===== src/rtl/otp_pkg.sv =====
package otp_pkg;
   typedef enum logic [7:0] {
      CMD_IDENT = 8'h90,
      CMD_ARRAY = 8'hFF,
      CMD_PSET  = 8'hC0,
      CMD_CLRST = 8'h50
   } otp_cmd_e;

   localparam int STS_W       = 8;
   localparam int STS_READY   = 7;
   localparam int STS_PGM_ERR = 4;
   localparam int STS_PROT    = 1;
endpackage


===== src/rtl/otp_cmd_dec.sv =====
module otp_cmd_dec
   import otp_pkg::*;
(
   input  logic       clk,
   input  logic       rst_n,
   input  logic       bus_we,
   input  logic [7:0] cmd_byte,
   output logic       id_mode,
   output logic       pgm_go,
   output logic       clr_sts
);
   logic setup_q;
   logic id_q;

   always_ff @(posedge clk) begin
      if (!rst_n) begin
         setup_q <= 1'b0;
         id_q    <= 1'b0;
      end else if (bus_we) begin
         if (setup_q) begin
            setup_q <= 1'b0;
         end else begin
            case (cmd_byte)
               CMD_IDENT: id_q    <= 1'b1;
               CMD_ARRAY: id_q    <= 1'b0;
               CMD_PSET:  setup_q <= 1'b1;
               default:   ;
            endcase
         end
      end
   end

   assign id_mode = id_q;
   assign pgm_go  = bus_we & setup_q;
   assign clr_sts = bus_we & ~setup_q & (cmd_byte == CMD_CLRST);

   AST_DATA_NOT_CMD: assert property (@(posedge clk) disable iff (!rst_n)
      (setup_q && bus_we) |=> ($stable(id_q) && !setup_q));
   AST_IDENT_ENTER: assert property (@(posedge clk) disable iff (!rst_n)
      (bus_we && !setup_q && cmd_byte == 8'h90) |=> id_mode);
   AST_ARRAY_ENTER: assert property (@(posedge clk) disable iff (!rst_n)
      (bus_we && !setup_q && cmd_byte == 8'hFF) |=> !id_mode);
endmodule


===== src/rtl/otp_user_store.sv =====
module otp_user_store #(
   parameter int WORD_W    = 16,
   parameter int SEG_WORDS = 4,
   parameter int ADDR_W    = 8,
   parameter int PR_BASE   = 'h80,
   parameter int LOCK_BIT  = 1,
   localparam int SEG_W    = WORD_W * SEG_WORDS,
   localparam int USR_OFS  = PR_BASE + 1 + SEG_WORDS
) (
   input  logic              clk,
   input  logic              rst_n,
   input  logic              pgm_go,
   input  logic              clr_sts,
   input  logic [ADDR_W-1:0] bus_addr,
   input  logic [WORD_W-1:0] bus_wdata,
   output logic [SEG_W-1:0]  user_flat,
   output logic              locked,
   output logic              pgm_err
);
   localparam logic [ADDR_W-1:0] LOCK_A = ADDR_W'(PR_BASE);

   logic [SEG_WORDS-1:0] hit;
   logic [WORD_W-1:0]    word_q [SEG_WORDS];
   logic                 lock_hit;
   logic                 locked_q;
   logic                 err_q;
   logic                 bad;

   assign lock_hit = (bus_addr == LOCK_A);

   for (genvar g = 0; g < SEG_WORDS; g++) begin : g_word
      assign hit[g] = (bus_addr == ADDR_W'(USR_OFS + g));

      always_ff @(posedge clk) begin
         if (!rst_n)
            word_q[g] <= '1;
         else if (pgm_go && hit[g] && !locked_q)
            word_q[g] <= word_q[g] & bus_wdata;
      end

      assign user_flat[g*WORD_W +: WORD_W] = word_q[g];
   end

   assign bad = pgm_go && ((|hit && locked_q) || (!(|hit) && !lock_hit));

   always_ff @(posedge clk) begin
      if (!rst_n)
         locked_q <= 1'b0;
      else if (pgm_go && lock_hit && !bus_wdata[LOCK_BIT])
         locked_q <= 1'b1;
   end

   always_ff @(posedge clk) begin
      if (!rst_n)
         err_q <= 1'b0;
      else if (bad)
         err_q <= 1'b1;
      else if (clr_sts)
         err_q <= 1'b0;
   end

   assign locked  = locked_q;
   assign pgm_err = err_q;

   AST_LOCK_FREEZE: assert property (@(posedge clk) disable iff (!rst_n)
      locked |=> $stable(user_flat));
   AST_ONLY_CLEAR: assert property (@(posedge clk) disable iff (!rst_n)
      pgm_go |=> ((user_flat & ~$past(user_flat)) == '0));
   AST_LOCK_STICKY: assert property (@(posedge clk) disable iff (!rst_n)
      locked |=> locked);
   AST_ERR_LOCKED: assert property (@(posedge clk) disable iff (!rst_n)
      (pgm_go && |hit && locked) |=> pgm_err);
   AST_ERR_STICKY: assert property (@(posedge clk) disable iff (!rst_n)
      (pgm_err && !clr_sts) |=> pgm_err);
endmodule


===== src/rtl/otp_rd_path.sv =====
module otp_rd_path #(
   parameter int WORD_W    = 16,
   parameter int SEG_WORDS = 4,
   parameter int ADDR_W    = 8,
   parameter int PR_BASE   = 'h80,
   parameter int LOCK_BIT  = 1,
   parameter bit READ_REG  = 1'b1,
   localparam int SEG_W    = WORD_W * SEG_WORDS,
   parameter logic [SEG_W-1:0] FACTORY_ID = '0
) (
   input  logic              clk,
   input  logic              rst_n,
   input  logic              id_mode,
   input  logic              locked,
   input  logic [ADDR_W-1:0] rd_addr,
   input  logic [SEG_W-1:0]  user_flat,
   output logic [WORD_W-1:0] rd_data
);
   localparam int FAC_OFS = PR_BASE + 1;
   localparam int USR_OFS = PR_BASE + 1 + SEG_WORDS;

   logic [WORD_W-1:0] rd_c;
   logic [WORD_W-1:0] lock_word;

   always_comb begin
      lock_word           = '1;
      lock_word[0]        = 1'b0;
      lock_word[LOCK_BIT] = ~locked;
   end

   always_comb begin
      rd_c = '0;
      if (id_mode) begin
         if (rd_addr == ADDR_W'(PR_BASE))
            rd_c = lock_word;
         for (int i = 0; i < SEG_WORDS; i++) begin
            if (rd_addr == ADDR_W'(FAC_OFS + i))
               rd_c = FACTORY_ID[i*WORD_W +: WORD_W];
            if (rd_addr == ADDR_W'(USR_OFS + i))
               rd_c = user_flat[i*WORD_W +: WORD_W];
         end
      end
   end

   if (READ_REG) begin : g_reg
      logic [WORD_W-1:0] rd_q;
      always_ff @(posedge clk) begin
         if (!rst_n) rd_q <= '0;
         else        rd_q <= rd_c;
      end
      assign rd_data = rd_q;

      AST_ARRAY_QUIET: assert property (@(posedge clk) disable iff (!rst_n)
         !id_mode |=> (rd_data == '0));
   end else begin : g_comb
      assign rd_data = rd_c;
   end
endmodule


===== src/rtl/otp_prot_reg.sv =====
module otp_prot_reg
   import otp_pkg::*;
#(
   parameter int WORD_W    = 16,
   parameter int SEG_WORDS = 4,
   parameter int ADDR_W    = 8,
   parameter int PR_BASE   = 'h80,
   parameter int LOCK_BIT  = 1,
   parameter bit READ_REG  = 1'b1,
   localparam int SEG_W    = WORD_W * SEG_WORDS,
   parameter logic [SEG_W-1:0] FACTORY_ID = {SEG_WORDS{WORD_W'('h5A3C)}}
) (
   input  logic              clk,
   input  logic              rst_n,
   input  logic              bus_we,
   input  logic [ADDR_W-1:0] bus_addr,
   input  logic [WORD_W-1:0] bus_wdata,
   input  logic [ADDR_W-1:0] rd_addr,
   output logic [WORD_W-1:0] rd_data,
   output logic [7:0]        sts
);
   if (WORD_W < 8) begin : g_chk_w
      $error("WORD_W must hold a command byte");
   end
   if (LOCK_BIT < 1 || LOCK_BIT >= WORD_W) begin : g_chk_lb
      $error("LOCK_BIT must lie in 1..WORD_W-1");
   end
   if (PR_BASE + 2*SEG_WORDS >= (1 << ADDR_W)) begin : g_chk_a
      $error("register map does not fit in ADDR_W");
   end

   logic             id_mode;
   logic             pgm_go;
   logic             clr_sts;
   logic             locked;
   logic             pgm_err;
   logic [SEG_W-1:0] user_flat;

   otp_cmd_dec i_dec (
      .clk      (clk),
      .rst_n    (rst_n),
      .bus_we   (bus_we),
      .cmd_byte (bus_wdata[7:0]),
      .id_mode  (id_mode),
      .pgm_go   (pgm_go),
      .clr_sts  (clr_sts)
   );

   otp_user_store #(
      .WORD_W(WORD_W), .SEG_WORDS(SEG_WORDS), .ADDR_W(ADDR_W),
      .PR_BASE(PR_BASE), .LOCK_BIT(LOCK_BIT)
   ) i_store (
      .clk       (clk),
      .rst_n     (rst_n),
      .pgm_go    (pgm_go),
      .clr_sts   (clr_sts),
      .bus_addr  (bus_addr),
      .bus_wdata (bus_wdata),
      .user_flat (user_flat),
      .locked    (locked),
      .pgm_err   (pgm_err)
   );

   otp_rd_path #(
      .WORD_W(WORD_W), .SEG_WORDS(SEG_WORDS), .ADDR_W(ADDR_W),
      .PR_BASE(PR_BASE), .LOCK_BIT(LOCK_BIT), .READ_REG(READ_REG),
      .FACTORY_ID(FACTORY_ID)
   ) i_rd (
      .clk       (clk),
      .rst_n     (rst_n),
      .id_mode   (id_mode),
      .locked    (locked),
      .rd_addr   (rd_addr),
      .user_flat (user_flat),
      .rd_data   (rd_data)
   );

   always_comb begin
      sts              = '0;
      sts[STS_READY]   = 1'b1;
      sts[STS_PGM_ERR] = pgm_err;
      sts[STS_PROT]    = pgm_err;
   end

   AST_STS_PAIR: assert property (@(posedge clk) disable iff (!rst_n)
      sts[4] == sts[1]);
endmodule


===== config.mk =====
export PLATFORM = sky130hd
export DESIGN_NAME = otp_prot_reg
export DESIGN_NICKNAME = d
export VERILOG_FILES = /design/src/rtl/otp_pkg.sv /design/src/rtl/otp_cmd_dec.sv /design/src/rtl/otp_user_store.sv /design/src/rtl/otp_rd_path.sv /design/src/rtl/otp_prot_reg.sv
export SDC_FILE = /design/constraint.sdc
export NUM_CORES = 1
export LEC_CHECK = 0
export BUFFER_PORTS_ARGS = -buffer_cell sky130_fd_sc_hd__buf_2
export CORE_UTILIZATION = 55
export DETAILED_ROUTE_END_ITERATION = 16
export PLACE_DENSITY = 0.86
export SYNTH_ARGS = -nofsm -noshare
export SYNTH_HDL_FRONTEND = slang
export SYNTH_SLANG_ARGS = --single-unit

===== constraint.sdc =====
create_clock -name clk -period 4.3 [get_ports clk]
set_input_delay 0.215 -clock clk [delete_from_list [all_inputs] [get_ports clk]]
set_output_delay 0.215 -clock clk [all_outputs]
set_load 0.005 [all_outputs]

==> results_dict.tcl, run 1 <==
set metrics [dict create \
    status "completed" \
    yosys.area.top_type "edfxtp_1" \
    cts_resized 0 \
    synth_edf_count 64 \
    die_w_um 87.3 \
    holdPathEnd "i_store.word_q[0][9]" \
    grt_pass1_wl_um 15300 \
    track_usage_pct 27.2 \
    dr.pass1.iters 6 \
    ys_top_cells_by_area "edfxtp_1 (48%), dfxtp_1 (10%), nand2_1 (9.9%)" \
    internal-power_mw 1.29 \
    cpMaxStageDelayCell "nor4_4" \
    place.port_buffers 52 \
    tightest_slew_ps 1240 \
    crit_path_end_kind "register" \
    clock_sinks 84 \
    numCtsBuffers 9 \
    htreeDepth 3 \
    r2r_slack_ps 2050 \
    final_nets 468 \
    ys_async_sr_fraction_pct 0 \
    hpwl_um 6300 \
    cp_cell_sequence "buf_2 -> or4b_4 -> nor4_4 -> nand3_2 -> a21o_1" \
    synth_area_mm2 0.00400 \
    die_h_um 87.3 \
    worstSetupStartpointType "input port" \
    synth_common_cells "nand2_1 (105), edfxtp_1 (64), a21oi_1 (23), dfxtp_1 (20)" \
    switching_power_mw 0.362 \
    hp-class "in2reg" \
    synthFlopType "edfxtp_1" \
    pwr-share-clk_pct 40.7 \
    grt-ovfl-total 0 \
    synthCells 388 \
    grt_max_degree 30 \
    dieArea_mm2 0.00761 \
    yosysUniqueCellTypes 47 \
    postRouteAntennaNets 0 \
    ir_drop_uv 173 \
    finalInstanceArea_mm2 0.00452 \
    crit_required_ps 4410 \
    drc 0 \
    reg2reg_depth 4 \
    pwr-share-seq_pct 52.7 \
    synth_top_area_share_pct 48.1 \
    dp.cells 518 \
    worst_setup_path_startpoint "bus_addr[5]" \
    drt_iter0_drc 317 \
    final_cells 534 \
    num_vias 3266 \
    setup_viol 0 \
    power_density_mw_per_mm2 364 \
    rsz0062_at_grt "no" \
    grt_antenna_before_repair 0 \
    hp-start "bus_wdata[9]" \
    reg2reg_to "i_store.word_q[1][30]" \
    maxSlewHeadroom_pct 17.3 \
    cts_tree "yes" \
    ys_seq_elements 84 \
    grt_pass1_vias 3050 \
    synthToLayoutAreaGrowth_pct 13.1 \
    antennaDiodeCount 0 \
    timing.rr.start "i_dec.setup_q" \
    setup_tns_ps 0 \
    start_util_pct 57.9 \
    wl_per_cell_um 18.1 \
    placed_area_mm2 0.00428 \
    period_share_pct 53.9 \
    core_area_mm2 0.00691 \
    pwr-share-comb_pct 6.6 \
    drive_gt1_share_pct 21.5 \
    maxCapViolations 0 \
    clk_pin_slew_ps 80 \
    worst-path-max-fanout 16 \
    ios 59 \
    critPathMaxStageDelay_ps 740 \
    yosysSeqAreaShare_pct 58.1 \
    gp_congestion 0.880 \
    synth_most_common_cell "nand2_1" \
    crit_arrival_ps 2430 \
    post_cts_buffers 0 \
    hold_depth 3 \
    p_leak_nw 1.50 \
    p_sw_share_pct 21.9 \
    p_total_mw 1.65 \
    skew_ps 8.84 \
    period_minus_slack_ps 2320 \
    avgSynthCellArea_um2 10.3 \
    hold_violations 0 \
    clockBufferDepth 2 \
    num_rows 30 \
    clock_latency_ps 360 \
    fmax_mhz 431 \
    cts_root_buf "clkbuf_8" \
    viasPerCell 6.12 \
    yosys_warnings 0 \
    hold_buffers 0 \
    crit_type "in2reg" \
    routed_wl_um 9690 \
    slew_viol_final 0 \
]
[registers in the layout (all words and copies together) (netlist names)]
| signal | flops |
|---|---|
| i_store.word_q | 64 |
| i_store.locked | 1 |
| i_store.pgm_err | 1 |
| i_rd.rd_data | 16 |
| i_dec.setup_q | 1 |
| i_dec.id_mode | 1 |
[layout make-up]
| type | count | area [um2] |
|---|---|---|
| clock buffers | 9 | 124 |
| clock inverters | 7 | 115 |
| fillers | 573 | 2380 |
| inverters | 5 | 18.8 |
| multi-input cells | 277 | 1530 |
| flip-flops and latches | 84 | 2320 |
| well taps | 96 | 120 |
| repair buffers | 56 | 290 |
[kinds of logic after synthesis]
logic type	synth area share, %
compound gates	14.6
xor+xnor	0.219
buf+inv	3.94
flops	58.1
mux	2.72
other cells	0.188
simple gates	20.2
[cell usage in the layout (no fill, tap or decap), drive strengths merged, types with 4 or more instances in the layout]
master | netlist | layout
buf | 13 | 56
inv | 5 | 5
mux2 | 7 | 7
nor3 | 5 | 5
o21ai | 18 | 18
a21oi | 23 | 23
a22oi | 7 | 7
dfxtp | 20 | 20
nand2b | 4 | 4
conb | 2 | 6
nand4 | 4 | 4
a21o | 18 | 18
clkbuf | 13 | 9
edfxtp | 64 | 64
a31o | 11 | 11
nor2b | 6 | 6
nor2 | 14 | 14
nand3 | 18 | 18
nand2 | 105 | 105
[power groups by stage]
stage                     Combinational, mW  Clock, mW  Sequential (mW)
after detailed placement              0.105          0            0.887
final                                 0.109      0.671            0.868
after floorplan                      0.0618          0            0.888
after global routing                  0.119      0.699            0.869
after global placement                0.102          0            0.887
after CTS                             0.107      0.675            0.868
[worst max-delay path, delay by kind of cell]
| kind | cells | cell delay, ps |
|---|---|---|
| and+or+nand+nor | 3 | 1790 |
| buffers and inverters | 1 | 110 |
| AOI/OAI and AO/OA | 1 | 300 |
[metrics by stage]
stage	utilization [%]	worst slack (ps)	hold slack [ps]
global route	65.5	1940	182
floorplan	-	1600	389
global placement	62.0	1730	494
finish	65.5	1980	178
CTS	65.5	2060	168
detailed placement	62.0	1680	514
[routing by layer]
metal | GRT usage [%] | part of all wire, %
met3 | 4.74 | 9.5
met2 | 42.8 | 47
met4 | 13.6 | 2.7
met1 | 36.5 | 41
met5 | 0 | 0
[worst max path at each step]
stage / depth (start not counted) / slack [ps] / endpoint
finish: 5 / 1980 / i_store.word_q[1][30]
global route: 5 / 1940 / i_store.word_q[1][30]
CTS: 5 / 2060 / i_store.word_q[1][30]
detailed placement: 5 / 1680 / i_store.word_q[1][30]
global placement: 5 / 1730 / i_store.word_q[1][28]
floorplan: 4 / 1600 / i_store.word_q[0][0]
Power figures use the tool's default switching activity.
==> run 2: changes to the inputs <==
==> constraint.sdc (replaced) <==
create_clock -name clk -period 2.2 [get_ports clk]
set_input_delay 0.11 -clock clk [delete_from_list [all_inputs] [get_ports clk]]
set_output_delay 0.11 -clock clk [all_outputs]
set_load 0.005 [all_outputs]
==> run 2 against run 1 <==
First-iteration DRC count is 21% higher. Sequential power increased by 96%. Clock skew down 3.0 ps. Clock power rose by 64%. Register-to-register slack got worse by 1600 ps. Utilization about the same. Global-route usage rose by 0.86 points. Setup slack lost 1500 ps.
==> results_dict.tcl, run 2 (synthesis gave the netlist of run 1 again) <==
set metrics [dict create \
    synthToLayoutAreaGrowth_pct 13.1 \
    dieArea_mm2 0.00761 \
    status "completed" \
    clock_latency_ps 360 \
    postRouteAntennaNets 0 \
    final_cell_mix "nand2_1 (105), edfxtp_1 (64), buf_2 (52)" \
    power_density_mw_per_mm2 666 \
    grt_pass1_wl_um 15800 \
    grt_max_degree 30 \
    num_rows 30 \
    final_common_cell "nand2_1" \
    final_util_pct 65.5 \
    rsz0062_at_grt "no" \
    crit_required_ps 2310 \
    hold_buffers 0 \
    die_w_um 87.3 \
    setup_viol 0 \
    period_minus_slack_ps 1730 \
    hold_violations 0 \
    maxSlewHeadroom_pct 49.6 \
    numCtsBuffers 9 \
    wl_per_cell_um 18.3 \
    multi_input_area_mm2 0.00153 \
    crit_path_end_kind "register" \
    nFillCells 585 \
    start_util_pct 57.9 \
    gp_congestion 0.820 \
    htreeDepth 3 \
    num_vias 3305 \
    drt_iter0_drc 384 \
    post_cts_buffers 0 \
    place.port_buffers 52 \
    antennaDiodeCount 0 \
    die_h_um 87.3 \
    largest_reg_flops 64 \
    seq_area_mm2 0.00232 \
    clockBufferDepth 2 \
    period_share_pct 78.8 \
    hpwl_um 6510 \
    core_area_mm2 0.00691 \
    crit_arrival_ps 1840 \
    skew_ps 5.80 \
    fmax_mhz 577 \
    routed_wl_um 9900 \
    final_nets 474 \
    worst-path-max-fanout 16 \
    clock_sinks 84 \
    grt-ovfl-total 0 \
    largest-register "i_store.word_q" \
    worstSetupStartpointType "register" \
    cts_tree "yes" \
    drive_gt1_share_pct 22.3 \
    crit_type "reg2reg" \
    hp-class "in2reg" \
    finalInstanceArea_mm2 0.00452 \
    track_usage_pct 28.1 \
    ir_drop_uv 329 \
    slew_viol_final 0 \
    grt_pass1_vias 3171 \
    maxCapViolations 0 \
    cts_root_buf "clkbuf_8" \
    placed_area_mm2 0.00433 \
    tightest_slew_ps 750 \
    grt_antenna_before_repair 0 \
    ios 59 \
    dr.pass1.iters 7 \
    p_leak_nw 1.51 \
    drc 0 \
    viasPerCell 6.12 \
    cts_resized 0 \
    clk_pin_slew_ps 80 \
]
run 2: cell count changes in the layout (fill, tap and decap cells not counted):
cell,before,now
buf_4,4,10
bufinv_16,3,1
clkbuf_1,0,1
clkbuf_8,9,10
clkinv_2,1,2
clkinv_4,1,0
run 2: cell type report:
cell class	count	share of cell area (%)
clock buffer	11	3.13
sequential	84	51.4
timing repair buffer	62	7.42
clock inverter	5	1.13
inverter	5	0.415
tap	96	2.66
multi-input combinational	277	33.9
run 2: per-layer routing:
layer	vias to the layer above	routed length (um)	global-route usage, %
li1	1489	-	-
met1	1592	3960	37.4
met2	197	4750	44.8
met3	27	948	5.78
met4	0	236	12.1
met5	-	0	0
run 2: worst max-delay path, stage by stage (launching register included):
cell     delay, ps
dfxtp_1        400
nand2_1        150
nor4_4         220
nand3_2        410
a21o_1         310
run 2: where the power goes:
part           switching (mW)  internal (mW)  total [mW]  leakage [nW]
Combinational           0.146         0.0714       0.218         0.818
Sequential           0.000632           1.70        1.70         0.597
Clock                   0.549          0.549        1.10        0.0967
run 2: worst paths after layout:
path	startpoint	cells past startpoint	slack, ps	to
min	bus_wdata[14]	2	70	i_store.word_q[1][30]
max	i_dec.setup_q	4	470	i_store.word_q[1][26]
max reg2reg	i_dec.setup_q	4	470	i_store.word_q[1][26]
min reg2reg	i_dec.setup_q	2	530	i_dec.setup_q
run 2: per-stage QoR:
stage	setup WS (ps)	hold WS (ps)	power [mW]	TNS, ps	instances
5_1_grt	374	64.9	3.09	0	540
3_3_place_gp	240	419	1.94	0	524
4_1_cts	506	61.7	3.01	0	540
2_1_floorplan	-398	284	1.86	-19120	392
3_5_place_dp	171	434	1.94	0	524
6_report	467	70.0	3.01	0	540
